--- src/rtl/fp32_sub_pkg.sv ---
package fp32_sub_pkg;

    localparam int EXP_W   = 8;
    localparam int FRAC_W  = 23;
    localparam int WORD_W  = 1 + EXP_W + FRAC_W;
    localparam int SIG_W   = FRAC_W + 1;          // hidden bit plus fraction
    localparam int EXT_W   = SIG_W + 3;           // plus guard, round, sticky
    localparam int SH_W    = SIG_W + EXT_W - 1;   // alignment window
    localparam int XE_W    = EXP_W + 2;           // working exponent width
    localparam int LZ_W    = $clog2(EXT_W + 1);
    localparam int EXP_MAX = (1 << EXP_W) - 1;

    localparam logic [WORD_W-1:0] QNAN_DEFAULT =
        {1'b0, {EXP_W{1'b1}}, 1'b1, {(FRAC_W-1){1'b0}}};

    typedef enum logic [1:0] {
        RM_NEAREST = 2'b00,
        RM_DOWN    = 2'b01,
        RM_UP      = 2'b10,
        RM_ZERO    = 2'b11
    } rmode_e;

    typedef enum logic [2:0] {
        K_ZERO,
        K_NORM,
        K_INF,
        K_QNAN,
        K_SNAN
    } kind_e;

    // Magnitude part used by the arithmetic path
    typedef struct packed {
        logic             sign;
        logic [EXP_W-1:0] exp;
        logic [SIG_W-1:0] sig;
    } mag_t;

    typedef struct packed {
        mag_t  mag;
        kind_e kind;
    } opnd_t;

    typedef struct packed {
        logic [WORD_W-1:0] word;
        logic              invalid;
        logic              overflow;
        logic              underflow;
        logic              inexact;
    } outcome_t;

    function automatic logic [WORD_W-1:0] word_inf(input logic s);
        return {s, {EXP_W{1'b1}}, {FRAC_W{1'b0}}};
    endfunction

    function automatic logic [WORD_W-1:0] word_zero(input logic s);
        return {s, {(WORD_W-1){1'b0}}};
    endfunction

    function automatic logic [WORD_W-1:0] word_maxfin(input logic s);
        return {s, {(EXP_W-1){1'b1}}, 1'b0, {FRAC_W{1'b1}}};
    endfunction

    // Increment decision from the kept lsb and guard/round/sticky
    function automatic logic round_incr(input rmode_e rm, input logic sign,
                                        input logic lsb, input logic g,
                                        input logic r, input logic s);
        logic lost;
        lost = g | r | s;
        case (rm)
            RM_NEAREST: return g & (r | s | lsb);
            RM_DOWN:    return lost & sign;
            RM_UP:      return lost & ~sign;
            default:    return 1'b0;
        endcase
    endfunction

    // Saturation value on exponent overflow
    function automatic logic [WORD_W-1:0] word_overflow(input rmode_e rm, input logic s);
        case (rm)
            RM_NEAREST: return word_inf(s);
            RM_DOWN:    return s ? word_inf(s) : word_maxfin(s);
            RM_UP:      return s ? word_maxfin(s) : word_inf(s);
            default:    return word_maxfin(s);
        endcase
    endfunction

endpackage

--- src/rtl/fp32_sub_unpack.sv ---
module fp32_sub_unpack
    import fp32_sub_pkg::*;
(
    input  logic [WORD_W-1:0] word_i,
    input  logic              int_src_i,
    input  logic              negate_i,
    output opnd_t             op_o
);

    logic              s_bit;
    logic [EXP_W-1:0]  e_fld;
    logic [FRAC_W-1:0] f_fld;

    always_comb begin
        s_bit = word_i[WORD_W-1];
        e_fld = word_i[WORD_W-2 -: EXP_W];
        f_fld = word_i[FRAC_W-1:0];

        op_o.mag.sign = s_bit ^ negate_i;
        op_o.mag.exp  = e_fld;
        op_o.mag.sig  = {1'b1, f_fld};
        op_o.kind     = K_NORM;

        if (e_fld == '0) begin
            // zero or subnormal: flushed to a zero of its sign
            op_o.kind    = K_ZERO;
            op_o.mag.sig = '0;
            if (int_src_i) begin
                op_o.mag.sign = negate_i;   // integer zero counts as +0
            end
        end else if (e_fld == {EXP_W{1'b1}}) begin
            op_o.mag.sig = '0;
            if (f_fld == '0) begin
                op_o.kind = K_INF;
            end else if (f_fld[FRAC_W-1]) begin
                op_o.kind = K_QNAN;
            end else begin
                op_o.kind = K_SNAN;
            end
        end
    end

endmodule

--- src/rtl/fp32_sub_core.sv ---
module fp32_sub_core
    import fp32_sub_pkg::*;
(
    input  mag_t     a_i,
    input  mag_t     b_i,
    input  rmode_e   rm_i,
    output outcome_t res_o
);

    mag_t              big, sml;
    logic [EXP_W-1:0]  diff;
    logic [SH_W-1:0]   shifted;
    logic [EXT_W-1:0]  big_x, sml_x;
    logic              subtract;
    logic [EXT_W:0]    raw;
    logic [LZ_W-1:0]   lz;
    logic [EXT_W-1:0]  norm;
    logic [XE_W-1:0]   exp_n, exp_r;
    logic              tiny;
    logic              up, lost;
    logic [SIG_W:0]    rounded;
    logic [FRAC_W-1:0] frac_r;

    // Order by magnitude and align the smaller operand
    always_comb begin
        if ({a_i.exp, a_i.sig} >= {b_i.exp, b_i.sig}) begin
            big = a_i;
            sml = b_i;
        end else begin
            big = b_i;
            sml = a_i;
        end
        diff    = big.exp - sml.exp;
        big_x   = {big.sig, 3'b000};
        shifted = {sml.sig, {(SH_W-SIG_W){1'b0}}} >> diff;
        if (diff > EXP_W'(EXT_W - 1)) begin
            sml_x = {{(EXT_W-1){1'b0}}, |sml.sig};
        end else begin
            sml_x = shifted[SH_W-1 -: EXT_W]
                  | {{(EXT_W-1){1'b0}}, |shifted[SH_W-EXT_W-1:0]};
        end
        subtract = big.sign ^ sml.sign;
        raw = subtract ? ({1'b0, big_x} - {1'b0, sml_x})
                       : ({1'b0, big_x} + {1'b0, sml_x});
    end

    // Leading-zero count and normalisation
    always_comb begin
        lz = LZ_W'(EXT_W);
        for (int i = 0; i < EXT_W; i++) begin
            if (raw[i]) begin
                lz = LZ_W'(EXT_W - 1 - i);
            end
        end
        if (raw[EXT_W]) begin
            norm  = {raw[EXT_W:2], raw[1] | raw[0]};
            exp_n = XE_W'(big.exp) + XE_W'(1);
            tiny  = 1'b0;
        end else begin
            norm  = raw[EXT_W-1:0] << lz;
            exp_n = XE_W'(big.exp) - XE_W'(lz);
            tiny  = XE_W'(big.exp) <= XE_W'(lz);
        end
    end

    // Rounding and range checks
    always_comb begin
        lost    = |norm[2:0];
        up      = round_incr(rm_i, big.sign, norm[3], norm[2], norm[1], norm[0]);
        rounded = {1'b0, norm[EXT_W-1:3]} + (SIG_W+1)'(up);
        if (rounded[SIG_W]) begin
            exp_r  = exp_n + XE_W'(1);
            frac_r = rounded[FRAC_W:1];
        end else begin
            exp_r  = exp_n;
            frac_r = rounded[FRAC_W-1:0];
        end

        res_o = '0;
        if (raw == '0) begin
            res_o.word = word_zero(rm_i == RM_DOWN);
        end else if (tiny) begin
            res_o.word      = word_zero(big.sign);
            res_o.underflow = 1'b1;
            res_o.inexact   = 1'b1;
        end else if (exp_r >= XE_W'(EXP_MAX)) begin
            res_o.word     = word_overflow(rm_i, big.sign);
            res_o.overflow = 1'b1;
            res_o.inexact  = 1'b1;
        end else begin
            res_o.word    = {big.sign, exp_r[EXP_W-1:0], frac_r};
            res_o.inexact = lost;
        end
    end

endmodule

--- src/rtl/fp32_sub_special.sv ---
module fp32_sub_special
    import fp32_sub_pkg::*;
(
    input  kind_e    a_kind_i,
    input  logic     a_sign_i,
    input  kind_e    b_kind_i,
    input  logic     b_sign_i,
    input  rmode_e   rm_i,
    input  outcome_t core_i,
    output outcome_t res_o
);

    logic a_nan, b_nan, any_snan;

    always_comb begin
        a_nan    = (a_kind_i == K_QNAN) || (a_kind_i == K_SNAN);
        b_nan    = (b_kind_i == K_QNAN) || (b_kind_i == K_SNAN);
        any_snan = (a_kind_i == K_SNAN) || (b_kind_i == K_SNAN);

        res_o = '0;
        if (a_nan || b_nan) begin
            res_o.word    = QNAN_DEFAULT;
            res_o.invalid = any_snan;
        end else if (a_kind_i == K_INF && b_kind_i == K_INF) begin
            // b carries the negated source sign
            if (a_sign_i != b_sign_i) begin
                res_o.word    = QNAN_DEFAULT;
                res_o.invalid = 1'b1;
            end else begin
                res_o.word = word_inf(a_sign_i);
            end
        end else if (a_kind_i == K_INF) begin
            res_o.word = word_inf(a_sign_i);
        end else if (b_kind_i == K_INF) begin
            res_o.word = word_inf(b_sign_i);
        end else if (a_kind_i == K_ZERO && b_kind_i == K_ZERO) begin
            res_o.word = (a_sign_i == b_sign_i) ? word_zero(a_sign_i)
                                                : word_zero(rm_i == RM_DOWN);
        end else begin
            res_o = core_i;
        end
    end

endmodule

--- src/rtl/fp32_sub.sv ---
module fp32_sub
    import fp32_sub_pkg::*;
(
    input  logic        clk,
    input  logic        rst,
    input  logic        in_valid,
    input  logic [31:0] dest_i,
    input  logic [31:0] src_i,
    input  logic        src_int_i,
    input  logic [1:0]  rmode_i,
    output logic        out_valid,
    output logic [31:0] result_o,
    output logic        invalid_o,
    output logic        overflow_o,
    output logic        underflow_o,
    output logic        inexact_o
);

    opnd_t    op_a, op_b;
    rmode_e   rm;
    outcome_t core_res, final_res, held;
    logic     valid_q;

    assign rm = rmode_e'(rmode_i);

    fp32_sub_unpack u_unpack_dest (
        .word_i    (dest_i),
        .int_src_i (1'b0),
        .negate_i  (1'b0),
        .op_o      (op_a)
    );

    // The subtrahend enters with its sign flipped, so the datapath adds
    fp32_sub_unpack u_unpack_src (
        .word_i    (src_i),
        .int_src_i (src_int_i),
        .negate_i  (1'b1),
        .op_o      (op_b)
    );

    fp32_sub_core u_core (
        .a_i   (op_a.mag),
        .b_i   (op_b.mag),
        .rm_i  (rm),
        .res_o (core_res)
    );

    fp32_sub_special u_special (
        .a_kind_i (op_a.kind),
        .a_sign_i (op_a.mag.sign),
        .b_kind_i (op_b.kind),
        .b_sign_i (op_b.mag.sign),
        .rm_i     (rm),
        .core_i   (core_res),
        .res_o    (final_res)
    );

    always_ff @(posedge clk) begin
        if (rst) begin
            held    <= '0;
            valid_q <= 1'b0;
        end else begin
            valid_q <= in_valid;
            if (in_valid) begin
                held <= final_res;
            end
        end
    end

    assign out_valid   = valid_q;
    assign result_o    = held.word;
    assign invalid_o   = held.invalid;
    assign overflow_o  = held.overflow;
    assign underflow_o = held.underflow;
    assign inexact_o   = held.inexact;

endmodule

--- config.mk ---
export PLATFORM = sky130hd
export DESIGN_NAME = fp32_sub
export DESIGN_NICKNAME = d
export VERILOG_FILES = /design/src/rtl/fp32_sub_pkg.sv /design/src/rtl/fp32_sub_unpack.sv /design/src/rtl/fp32_sub_core.sv /design/src/rtl/fp32_sub_special.sv /design/src/rtl/fp32_sub.sv
export SDC_FILE = /design/constraint.sdc
export NUM_CORES = 1
export LEC_CHECK = 0
export ABC_CLOCK_PERIOD_IN_PS = 17200
export CAP_MARGIN = 30
export CORE_ASPECT_RATIO = 0.7
export CORE_MARGIN = 2
export CORE_UTILIZATION = 37
export DETAILED_ROUTE_END_ITERATION = 6
export DONT_BUFFER_PORTS = 1
export GPL_TIMING_DRIVEN = 0
export SYNTH_ARGS = -nofsm -noshare
export SYNTH_HDL_FRONTEND = slang
export SYNTH_SLANG_ARGS = --single-unit
--- constraint.sdc ---
create_clock -name clk -period 17.2 [get_ports clk]
set_input_delay 0.86 -clock clk [delete_from_list [all_inputs] [get_ports clk]]
set_output_delay 0.86 -clock clk [all_outputs]
set_load 0.01 [all_outputs]
[Word-level counts from Yosys, hierarchy flattened]
Cells that the tools add are included.
W data, S select, Z words.
Word-level totals
  input bits: 70
  output and inout port bits: 37
  flip-flop bits (word level): 37
Cells by class
  $add $sub $neg: 7
  muxes and demuxes: 72
  bitwise logic cells: 12
  equal/unequal tests: 12
  reduce and logical (&&, ||, !) cells: 17
  shift-type cells: 2
  magnitude comparators: 4
Operator list (count)
  $mux W32: 10
  $mux W27: 6
  $mux W33: 4
  $pmux W32 S3: 1
  $mux W5: 16
  $shr A50 B8 Y50: 1
  $logic_not A23 Y1: 2
  $mux W4: 10
  $ge A32 B32 Y1: 1
  $add A27 B27 Y28: 1
  $logic_not A28 Y1: 1
  $mux W28: 1
  $sub A27 B27 Y28: 1
  $or A27 B1 Y27: 1
  $shl A27 B5 Y27: 1
  $add A24 B1 Y25: 1
  $mux W3: 8
  $reduce_or A24 Y1: 1
  $mux W23: 1
  $reduce_or A23 Y1: 1
  $mux W10: 2
  $eq A8 B8 Y1 const B: 2
  $logic_not A8 Y1: 2
  $eq A3 B2 Y1 const B: 4
  24 further kinds: 47

[Longest topological paths before layout]
Gate-level depths: netlist of run 1.
  word-level depth: 57
  depth in mapped cells: 74
  gate-level depth less buffers: 65

[By module]
A second synthesis of run 1 with hierarchy kept.
Unflattened totals
  cell total of the unflattened synthesis: 2092
  area total of the unflattened synthesis: 14566.5 um^2
Modules (own cells, without submodules)
  fp32_sub_core: instances 1, sequential area each 0.0 um^2, cells each 1794, area an instance 11939.0 um^2
  fp32_sub: instances 1, sequential area each 740.7 um^2, cells each 120, area an instance 1340.0 um^2
  fp32_sub_unpack: instances 2, sequential area each 0.0 um^2, cells each 54, area an instance 417.9 um^2
  fp32_sub_special: instances 1, sequential area each 0.0 um^2, cells each 70, area an instance 451.7 um^2

[Worst setup path before layout of run 1]
No wires, ideal clock.
  path type: input port to flip-flop
  from: input dest_i[27]
  to: register held (netlist bit result_o[12])
  arrival time: 12.853 ns
  slack: 4.260 ns
  stages: 67
  library setup time: 0.086 ns
  cells stage by stage: or4_1 -> nor2_1 -> or2_1 -> clkbuf_1 -> inv_1 -> clkbuf_1 -> and2_1 -> ha_1 -> nand4_1 -> nor4_1 -> a32oi_2 -> a21boi_2 -> nor2_1 -> buf_2 -> nor2_1 -> a21oi_1 -> ha_1 -> nand2_1 -> (+31 left out) -> ha_1 -> fa_1 -> nor2b_1 -> o21ai_0 -> nand2b_1 -> xor2_1 -> mux2i_1 -> or2_2 -> nor2_1 -> nand2_1 -> or2_2 -> xor2_1 -> a22oi_1 -> nor4_1 -> a311o_1 -> a211oi_2 -> nor2_2 -> a221oi_2
Between the ends
  cells in the longest elaborated chain, start to end: 56
  elaborated cells between the ends (all ways): 87
RTL lines
  from (decl): line fp32_sub.sv:7  | input logic [31:0] dest_i,
  $eq A8 B8 Y1: line fp32_sub_unpack.sv:31  | end else if (e_fld == {EXP_W{1'b1}}) begin
  $mux W27: line fp32_sub_unpack.sv:31
  $mux W27: line fp32_sub_unpack.sv:24  | if (e_fld == '0) begin
  $ge A32 B32 Y1: line fp32_sub_core.sv:26  | if ({a_i.exp, a_i.sig} >= {b_i.exp, b_i.sig}) begin
  $mux W33: line fp32_sub_core.sv:26
  $sub A8 B8 Y8: line fp32_sub_core.sv:33  | diff = big.exp - sml.exp;
  $shr A50 B8 Y50: line fp32_sub_core.sv:35  | shifted = {sml.sig, {(SH_W-SIG_W){1'b0}}} >> diff;
  $reduce_or A23 Y1: line fp32_sub_core.sv:40  | | {{(EXT_W-1){1'b0}}, |shifted[SH_W-EXT_W-1:0]};
  (+40 left out)
  $mux W32: line fp32_sub_core.sv:86  | end else if (exp_r >= XE_W'(EXP_MAX)) begin
  $mux W32: line fp32_sub_core.sv:82  | end else if (tiny) begin
  $mux W32: line fp32_sub_core.sv:80  | if (raw == '0) begin
  $mux W32: line fp32_sub_special.sv:36  | end else if (a_kind_i == K_ZERO && b_kind_i == K_ZERO) begin
  $mux W32: line fp32_sub_special.sv:34  | end else if (b_kind_i == K_INF) begin
  $mux W32: line fp32_sub_special.sv:32  | end else if (a_kind_i == K_INF) begin
  $mux W33: line fp32_sub_special.sv:24  | end else if (a_kind_i == K_INF && b_kind_i == K_INF) begin
  $mux W33 (*): line fp32_sub_special.sv:21  | if (a_nan || b_nan) begin
  to (signal assigned): line fp32_sub.sv:65  | held <= final_res;
  to (decl): line fp32_sub.sv:21  | outcome_t core_res, final_res, held;
Mark *: on every way between the ends. The rest lies on a longest branch, timed or not.
A chain may end at the register's enable or synchronous reset.

[Worst setup path after layout of run 1]
  from: input dest_i[27]
  to: register held (netlist bit result_o[16])
The elaborated chain is that of the path after synthesis.

==> insert_results.sql, run 1 <==
INSERT INTO impl_metrics (metric_group, metric, value, unit) VALUES
('status', 'run_status', 'finished clean', ''),
('sta', 'layout_setup_ws', '0.6370', 'ns'),
('placement', 'dp_hpwl', '56650', 'µm'),
('floorplanning', 'placeable_core_region', '0.03713', 'mm²'),
('worst_setup_path', 'critical-path-slowest-cell', 'o41ai_1', ''),
('logic_synthesis', 'postSynthCellCount', '2014', ''),
('sta', 'setup_viol', '0', ''),
('worst_setup_path', 'crit_cells', '62', ''),
('clock_tree', 'cts.sink_count', '37', ''),
('job', 'max_cap_violations', '0', ''),
('drt', 'drt-initial-drc-count', '2195', ''),
('clock_tree', 'clockBufferDepth', '2', ''),
('logic_synthesis', 'yosys_warnings', '0', ''),
('clock_tree', 'tritoncts', 'built', ''),
('logic_synthesis', 'synthesis.area', '0.01395', 'mm²'),
('sta', 'final_min_period_over_clock_period', '0.9630', ''),
('worst_setup_path', 'max_stage_delay', '0.68', 'ns'),
('sta', 'timing_hold_violations_final', '0', ''),
('worst_setup_path', 'worst_setup_path_end_kind', 'flip-flop', ''),
('clock_tree', 'number_of_h_tree_levels', '2', ''),
('power_and_ir_drop', 'p_clk_frac', '0.054', ''),
('clock_tree', 'source_to_sink_clock_delay_at_the_later_pin_of_the_worst_skew_pair', '0.28', 'ns'),
('drt', 'routed_wire_length_per_instance', '26.94', 'µm'),
('logic_synthesis', 'ys_seq_area_frac', '0.05308', ''),
('drt', 'post-route-drc-count', '0', ''),
('worst_setup_path', 'critPathTopFamily', 'compound AO/OA/AOI/OAI gates', ''),
('sta', 'finalMaxSlewViolations', '0', ''),
('clock_tree', 'number_of_clock_buffers_inserted_by_tritoncts', '5', ''),
('drt', 'finalWirelength', '67810', 'µm'),
('logic_synthesis', 'syn_nets', '2183', ''),
('sta', 'relative_slew_slack', '0.2476', ''),
('layout', 'diodes', '0', ''),
('layout', 'layout-drive-gt1-share', '0.1143', ''),
('power_and_ir_drop', 'cellPowerDensity', '112.7', 'mW/mm²'),
('clock_tree', 'cts_root_buf', 'clkbuf_16', ''),
('drt', 'final_antenna_net_count', '0', ''),
('logic_synthesis', 'ys_async_sr_fraction', '0', ''),
('clock_tree', 'ctsHoldBuffers', '0', ''),
('worst_setup_path', 'cp_data_required_time', '17.40', 'ns'),
('power_and_ir_drop', 'pwr-share-comb', '0.864', ''),
('worst_hold_path', 'worst_hold_path.num_cells', '2', ''),
('floorplanning', 'dieArea', '0.03931', 'mm²'),
('floorplanning', 'top_level_ports', '107', ''),
('layout', 'layout.nets', '2197', ''),
('sta', 'timing.hold.ws', '0.5180', 'ns'),
('sta', 'rsz_0062_raised_after_global_routing', 'false', ''),
('logic_synthesis', 'netlist-cell-type-count', '126', ''),
('worst_setup_path', 'startpoint_type', 'input pin', ''),
('global_route', 'grt_antenna_before_repair', '0', ''),
('worst_setup_path', 'reg2reg_slack', '16.15', 'ns'),
('power_and_ir_drop', 'internal_pwr_total', '0.6204', 'mW'),
('logic_synthesis', 'dominantRegCellSynth', 'dfxtp_1', ''),
('floorplanning', 'initial_cell_density_of_the_core', '0.3758', ''),
('layout', 'most-common-layout-cells', '213 x nand2_1, 191 x nor2_1, 122 x a21oi_1', ''),
('placement', 'total_of_buffers_placed_on_input_and_output_ports', '0', ''),
('power_and_ir_drop', 'peakVddDrop', '0.06722', 'mV'),
('drt', 'drt_pass1_iterations', '5', ''),
('worst_setup_path', 'cp.buffers_inverters', '12', ''),
('worst_hold_path', 'worst_min_delay_path_category', 'reg -> reg', ''),
('power_and_ir_drop', 'power_switching', '1.053', 'mW'),
('floorplanning', 'core.rowCount', '59', ''),
('logic_synthesis', 'synth-edff-count', '0', ''),
('sta', 'fin_worst_skew', '0', 'ns'),
('floorplanning', 'die_h', '166.5', 'µm'),
('drt', 'routed_via_density', '6.824', ''),
('clock_tree', 'clkSlewWorstSetupHoldPaths', '0.06', 'ns'),
('layout', 'finish.utilization', '0.3999', ''),
('worst_setup_path', 'timing_worst_setup_path_type', 'in -> reg', ''),
('placement', 'gp_congestion', '1.023', ''),
('sta', 'tightestPinTransition', '1.121', 'ns'),
('global_route', 'first_pass_grt_wire_length', '101200', 'µm');
==> through the flow <==
step / area (µm²) / TNS, ns / instances / power (mW)
6_report: 14850 / 0 / 2517 / 1.673
5_1_grt: 14850 / 0 / 2517 / 1.752
4_1_cts: 14740 / 0 / 2515 / 1.588
3_5_place_dp: 14600 / -1.164 / 2507 / 1.489
3_3_place_gp: 14560 / -1.976 / 2502 / 1.496
2_1_floorplan: 13950 / 0 / 2014 / 1.067
==> flip-flops by register name, summed over array words and instances (netlist names) <==
signal       flops
result_o        32
overflow_o       1
out_valid        1
underflow_o      1
inexact_o        1
invalid_o        1
==> tightest hold or removal path: cells and delay by family, from the launching register on <==
family	cells	cell delay (ns)
flip-flops	1	0.34
AND/OR/NAND/NOR	1	0.07
AO/OA/AOI/OAI	1	0.06
==> power groups by stage <==
stage	Sequential (mW)	Combinational, mW	Clock (mW)
2_1_floorplan	0.130	0.937	0
3_3_place_gp	0.138	1.36	0
3_5_place_dp	0.138	1.35	0
4_1_cts	0.136	1.36	0.0937
5_1_grt	0.138	1.52	0.0962
6_report	0.137	1.45	0.0911
==> path summary, 6_finish.rpt <==
kind,end,startpoint
min,overflow_o,overflow_o
max reg2reg,result_o[16],result_o[16]
max,result_o[16],dest_i[27]
min reg2reg,overflow_o,overflow_o
==> cells by family after synthesis <==
group           Yosys count  share of synthesized area
buf+inv                 216                    0.07048
flops                    37                    0.05308
xor+xnor                 59                    0.03811
fa+ha+maj                99                    0.08985
compound gates          662                     0.3544
mux                     135                     0.1028
simple gates            806                     0.2913
==> area by class of cell <==
type	instances	area, µm²
plain buffers	127	649.4
clock buffers	5	125.1
clock inverters	3	22.52
fillers	3981	22280
inverters	89	336.6
multi-input cells	1761	12320
flip-flops and latches	37	740.7
well taps	488	610.6
repair buffers	7	47.55
==> what timing repair did <==
action | 4_1_cts | 5_1_grt
setup endpoints to repair | 0 | 33
setup buffers | 0 | 2
hold endpoints to repair | 0 | 0
gates resized for setup | 0 | 18
==> layer usage <==
layer,track usage,part of all wire,vias up
li1,-,-,7664
met1,0.5112,0.48,8343
met2,0.4172,0.36,1105
met3,0.1502,0.16,65
met4,0.03905,0.011,0
met5,0,0,-
==> cells in the mapped netlist (11+ instances only) <==
library cell  instances  area [µm²]
o21ai_0             117       585.6
nor2b_1              15       93.84
inv_1                80       300.3
o211ai_1             28       210.2
or2_2                18       112.6
o211ai_2             11       137.6
clkbuf_1             62       232.7
nand2_1             214       803.3
nand4_1              27       168.9
a21o_1               32       240.2
ha_1                 97        1214
and3_1               11       68.82
xor2_1               22       192.7
nor3_1               68       340.3
mux2_2               25       281.5
nand3_1              78       390.4
o31ai_1              22       165.2
a221oi_1             12       105.1
o22ai_1              11       68.82
a211oi_1             36       270.3
xnor2_1              35       306.5
buf_4                11       82.58
buf_2                34       170.2
a31oi_1              24       150.1
dfxtp_1              37       740.7
nand2b_1             22       137.6
nor2_1              193       724.4
a21oi_1             123       615.6
nor4_1               27       168.9
o21ai_1              21       105.1
and2_1               41       256.5
o21a_1               16       120.1
or3_1                26       162.7
or4_1                11       82.58
mux2i_1             105        1051
No activity file was read; power rests on OpenSTA's default activity.
==> run 2, diff against run 1 <==
--- a/config.mk
+++ b/config.mk
@@ -6,13 +6,14 @@
 export NUM_CORES = 1
 export LEC_CHECK = 0
 export ABC_CLOCK_PERIOD_IN_PS = 17200
+export BUFFER_PORTS_ARGS = -buffer_cell sky130_fd_sc_hd__buf_2
 export CAP_MARGIN = 30
 export CORE_ASPECT_RATIO = 0.7
 export CORE_MARGIN = 2
 export CORE_UTILIZATION = 37
 export DETAILED_ROUTE_END_ITERATION = 6
-export DONT_BUFFER_PORTS = 1
 export GPL_TIMING_DRIVEN = 0
 export SYNTH_ARGS = -nofsm -noshare
 export SYNTH_HDL_FRONTEND = slang
+export SYNTH_HIERARCHICAL = 1
 export SYNTH_SLANG_ARGS = --single-unit
==> run 2 against run 1 <==
  * Via count up 0.63%
  * Final cell count up 9.2%
  * Non-clock buffer count up 128
  * Clock power up 22%
  * Critical endpoint is now result_o[22]
  * Largest power group unchanged
  * Highest routed layer unchanged
==> insert_results.sql, run 2 <==
INSERT INTO impl_metrics (metric_group, metric, value, unit) VALUES
('status', 'run_status', 'finished clean', ''),
('placement', 'dp_worst_setup_slack', '-0.8575', 'ns'),
('power_and_ir_drop', 'p_clk_frac', '0.055', ''),
('power_and_ir_drop', 'peakVddDrop', '0.05439', 'mV'),
('worst_setup_path', 'reg2reg_from', 'result_o[9]', ''),
('placement', 'dp_hpwl', '54320', 'µm'),
('worst_setup_path', 'reg2reg_slack', '16.55', 'ns'),
('sta', 'final_period_minus_worst_setup_slack', '16.45', 'ns'),
('power_and_ir_drop', 'cellPowerDensity', '124.8', 'mW/mm²'),
('logic_synthesis', 'dominantRegCellSynth', 'dfxtp_1', ''),
('global_route', 'grt_util_all_layers', '0.3098', ''),
('worst_setup_path', 'cp_data_required_time', '17.38', 'ns'),
('floorplanning', 'core.rowCount', '60', ''),
('drt', 'drt-initial-drc-count', '2452', ''),
('floorplanning', 'die_h', '170.0', 'µm'),
('power_and_ir_drop', 'power.leakage', '6.880', 'nW'),
('drt', 'final_antenna_net_count', '0', ''),
('worst_setup_path', 'crit-reg2reg-capture', 'result_o[9]', ''),
('placement', 'gp_congestion', '1.030', ''),
('layout', 'largest_register_ffs', '32', ''),
('logic_synthesis', 'ys_async_sr_fraction', '0', ''),
('logic_synthesis', 'yosys_warnings', '6', ''),
('placement', 'total_of_buffers_placed_on_input_and_output_ports', '104', ''),
('power_and_ir_drop', 'power_switching', '1.195', 'mW'),
('floorplanning', 'placeable_core_region', '0.03859', 'mm²'),
('worst_setup_path', 'worstSetupStartpoint', 'dest_i[30]', ''),
('drt', 'drt_pass1_iterations', '5', ''),
('logic_synthesis', 'synth_seq_cells', '37', ''),
('sta', 'fin_worst_skew', '0', 'ns'),
('worst_setup_path', 'max_stage_delay', '0.61', 'ns'),
('clock_tree', 'cts_root_buf', 'clkbuf_16', ''),
('floorplanning', 'dieArea', '0.04100', 'mm²'),
('floorplanning', 'top_level_ports', '107', ''),
('layout', 'non_filler_instance_count_after_layout', '2749', ''),
('logic_synthesis', 'synth-edff-count', '0', ''),
('worst_setup_path', 'cp-endpoint', 'result_o[22]', ''),
('layout', 'finish.utilization', '0.4180', ''),
('drt', 'post-route-drc-count', '0', ''),
('logic_synthesis', 'synthesis.area', '0.01457', 'mm²'),
('layout', 'layout.nets', '2388', ''),
('drt', 'finalWirelength', '64680', 'µm'),
('worst_setup_path', 'critical-path-slowest-cell', 'or4_4', ''),
('global_route', 'via_count_of_the_first_global_routing_pass', '16112', ''),
('clock_tree', 'ctsHoldBuffers', '0', ''),
('worst_setup_path', 'critical_path_peak_fanout', '19', ''),
('sta', 'tightestPinTransition', '1.156', 'ns'),
('worst_hold_path', 'worst_min_delay_path_category', 'reg -> reg', ''),
('layout', 'final.fill_count', '4128', ''),
('clock_tree', 'clockBufferDepth', '2', ''),
('logic_synthesis', 'netlist.top_cell.by_area', 'mux2i_1', ''),
('sta', 'clock.fmax', '60.79', 'MHz'),
('global_route', 'grt_antenna_before_repair', '0', ''),
('logic_synthesis', 'synthMostInstantiatedCell', 'nand2_1', ''),
('logic_synthesis', 'ys_seq_area_frac', '0.05085', ''),
('layout', 'layout.cells.most_common', 'nand2_1', ''),
('global_route', 'globalRouteOverflowTotal', '0', ''),
('global_route', 'grt_start_max_net_pins', '15', ''),
('worst_setup_path', 'worst_setup_path_end_kind', 'flip-flop', ''),
('layout', 'syn_to_final_growth', '10.72', '%'),
('logic_synthesis', 'postSynthCellCount', '2092', ''),
('logic_synthesis', 'synth.top_cells.by_count', '206 x nand2_1, 192 x nor2_1, 140 x mux2i_1', ''),
('worst_setup_path', 'critical_path.most_common_cell', 'a21oi_1', ''),
('drt', 'routed_via_density', '6.288', ''),
('sta', 'finalMaxSlewViolations', '0', ''),
('sta', 'layout_setup_ws', '0.7495', 'ns'),
('logic_synthesis', 'synth_top_area_share', '0.09620', ''),
('power_and_ir_drop', 'power.share.sequential', '0.062', ''),
('drt', 'routed_wire_length_per_instance', '23.53', 'µm'),
('clock_tree', 'cts.sink_count', '37', ''),
('worst_setup_path', 'worst-r2r-cell-count', '2', ''),
('layout', 'most-common-layout-cells', '206 x nand2_1, 191 x nor2_1, 140 x mux2i_1', ''),
('worst_setup_path', 'startpoint_type', 'input pin', ''),
('sta', 'setup_viol', '0', ''),
('clock_tree', 'clkSlewWorstSetupHoldPaths', '0.06', 'ns'),
('power_and_ir_drop', 'power_switching_share', '0.5933', ''),
('sta', 'final_min_period_over_clock_period', '0.9564', ''),
('power_and_ir_drop', 'pwr-share-comb', '0.883', ''),
('power_and_ir_drop', 'internal_pwr_total', '0.8190', 'mW'),
('layout', 'layout-drive-gt1-share', '0.1765', ''),
('clock_tree', 'number_of_h_tree_levels', '2', ''),
('floorplanning', 'initial_cell_density_of_the_core', '0.3775', ''),
('clock_tree', 'number_of_clock_buffers_inserted_by_tritoncts', '5', ''),
('placement', 'total_instance_count_after_detailed_placement', '2736', ''),
('logic_synthesis', 'syn_avg_cell_area', '6.963', 'µm²'),
('global_route', 'first_pass_grt_wire_length', '98330', 'µm'),
('job', 'max_cap_violations', '0', ''),
('clock_tree', 'tritoncts', 'built', ''),
('logic_synthesis', 'netlist-cell-type-count', '124', ''),
('drt', 'route.vias.total', '17285', ''),
('worst_setup_path', 'timing_worst_setup_path_type', 'in -> reg', ''),
('logic_synthesis', 'netlist_top_cells_area', 'mux2i_1 9.6%, ha_1 8.2%, nand2_1 5.3%, dfxtp_1 5.1%, nor2_1 4.9%', ''),
('floorplanning', 'die_w', '241.2', 'µm'),
('sta', 'timing_hold_violations_final', '0', ''),
('clock_tree', 'source_to_sink_clock_delay_at_the_later_pin_of_the_worst_skew_pair', '0.28', 'ns'),
('sta', 'relative_slew_slack', '0.2213', ''),
('worst_setup_path', 'worst_ep_arrival_time', '16.63', 'ns');
[run 2: cell types whose count changed after synthesis, sizes merged, moves of 10 or more]
cell	previous run	this run
inv	88	110
and3	11	27
o31ai	26	16
nand2b	23	12
mux2i	105	140
nor3	69	58
buf	65	78
or2	21	10
xnor2	37	50
or3	26	12
and2	41	88
[run 2: logic make-up after synthesis]
logic type,count (synthesis),share of synthesized area
mux,177,0.1320
compound gates,635,0.3123
xor+xnor,65,0.03960
other cells,3,0.0007730
fa+ha+maj,98,0.08521
simple gates,825,0.2967
buf+inv,252,0.08255
flops,37,0.05085
[run 2: worst max-delay path: cells and delay by family]
kind | cells | cell delay (ns)
compound gates | 27 | 6.48
xor+xnor | 1 | 0.24
fa+ha+maj | 5 | 1.13
buf+inv | 10 | 2.09
mux | 5 | 1.63
simple gates | 17 | 4.16
[run 2: worst min-delay path by stage]
stage | from | endpoint | slack, ns | cells past startpoint
3_5_place_dp | result_o[2] | result_o[2] | 0.48 | 2
6_report | result_o[10] | result_o[10] | 0.49 | 2
4_1_cts | result_o[2] | result_o[2] | 0.49 | 2
2_1_floorplan | result_o[10] | result_o[10] | 0.53 | 2
5_1_grt | result_o[8] | result_o[8] | 0.51 | 2
3_3_place_gp | result_o[14] | result_o[14] | 0.47 | 2
[run 2: through the flow]
stage / TNS [ns] / area, µm² / hold WS [ns] / total power [mW]
floorplan: 0 / 14570 / 0.5312 / 1.328
global placement: -22.56 / 15750 / 0.4733 / 1.817
detailed placement: -14.51 / 15830 / 0.4788 / 1.817
CTS: 0 / 16030 / 0.4942 / 1.942
global route: -0.02197 / 16130 / 0.5147 / 2.141
finish: 0 / 16130 / 0.4895 / 2.013
[run 2: power by group through the flow]
stage | Sequential, mW | Clock [mW] | Combinational, mW
after global placement | 0.126 | 0 | 1.69
after global routing | 0.128 | 0.117 | 1.90
after floorplan | 0.138 | 0 | 1.19
after detailed placement | 0.127 | 0 | 1.69
final | 0.125 | 0.111 | 1.78
after CTS | 0.125 | 0.114 | 1.70
[run 2: routing by layer]
metal  share of wire  track usage  vias up
li1                -            -     8020
met1            0.49       0.4766     8255
met2            0.37       0.4165      954
met3            0.13       0.1049       56
met4          0.0080      0.03113        0
met5               0            0        -
[run 2: repair_timing]
action / in CTS / in global routing
setup buffers: 0 / 3
setup endpoints to repair: 29 / 33
hold endpoints to repair: 0 / 0
pin swaps: 0 / 1
resized for setup: 5 / 20
[run 2: area by class of cell]
| type | instances | area (µm²) | share of cell area |
|---|---|---|---|
| Clock inverter | 2 | 37.54 | 0.002327 |
| Clock buffer | 6 | 138.9 | 0.008611 |
| Timing Repair Buffer | 122 | 635.6 | 0.03941 |
| Antenna cell | 1 | 2.502 | 0.0001552 |
| Inverter | 110 | 412.9 | 0.02560 |
| Tap cell | 527 | 659.4 | 0.04088 |
| Buffer | 140 | 790.8 | 0.04903 |
| Multi-Input combinational cell | 1804 | 12710 | 0.7881 |
| Sequential cell | 37 | 740.7 | 0.04593 |
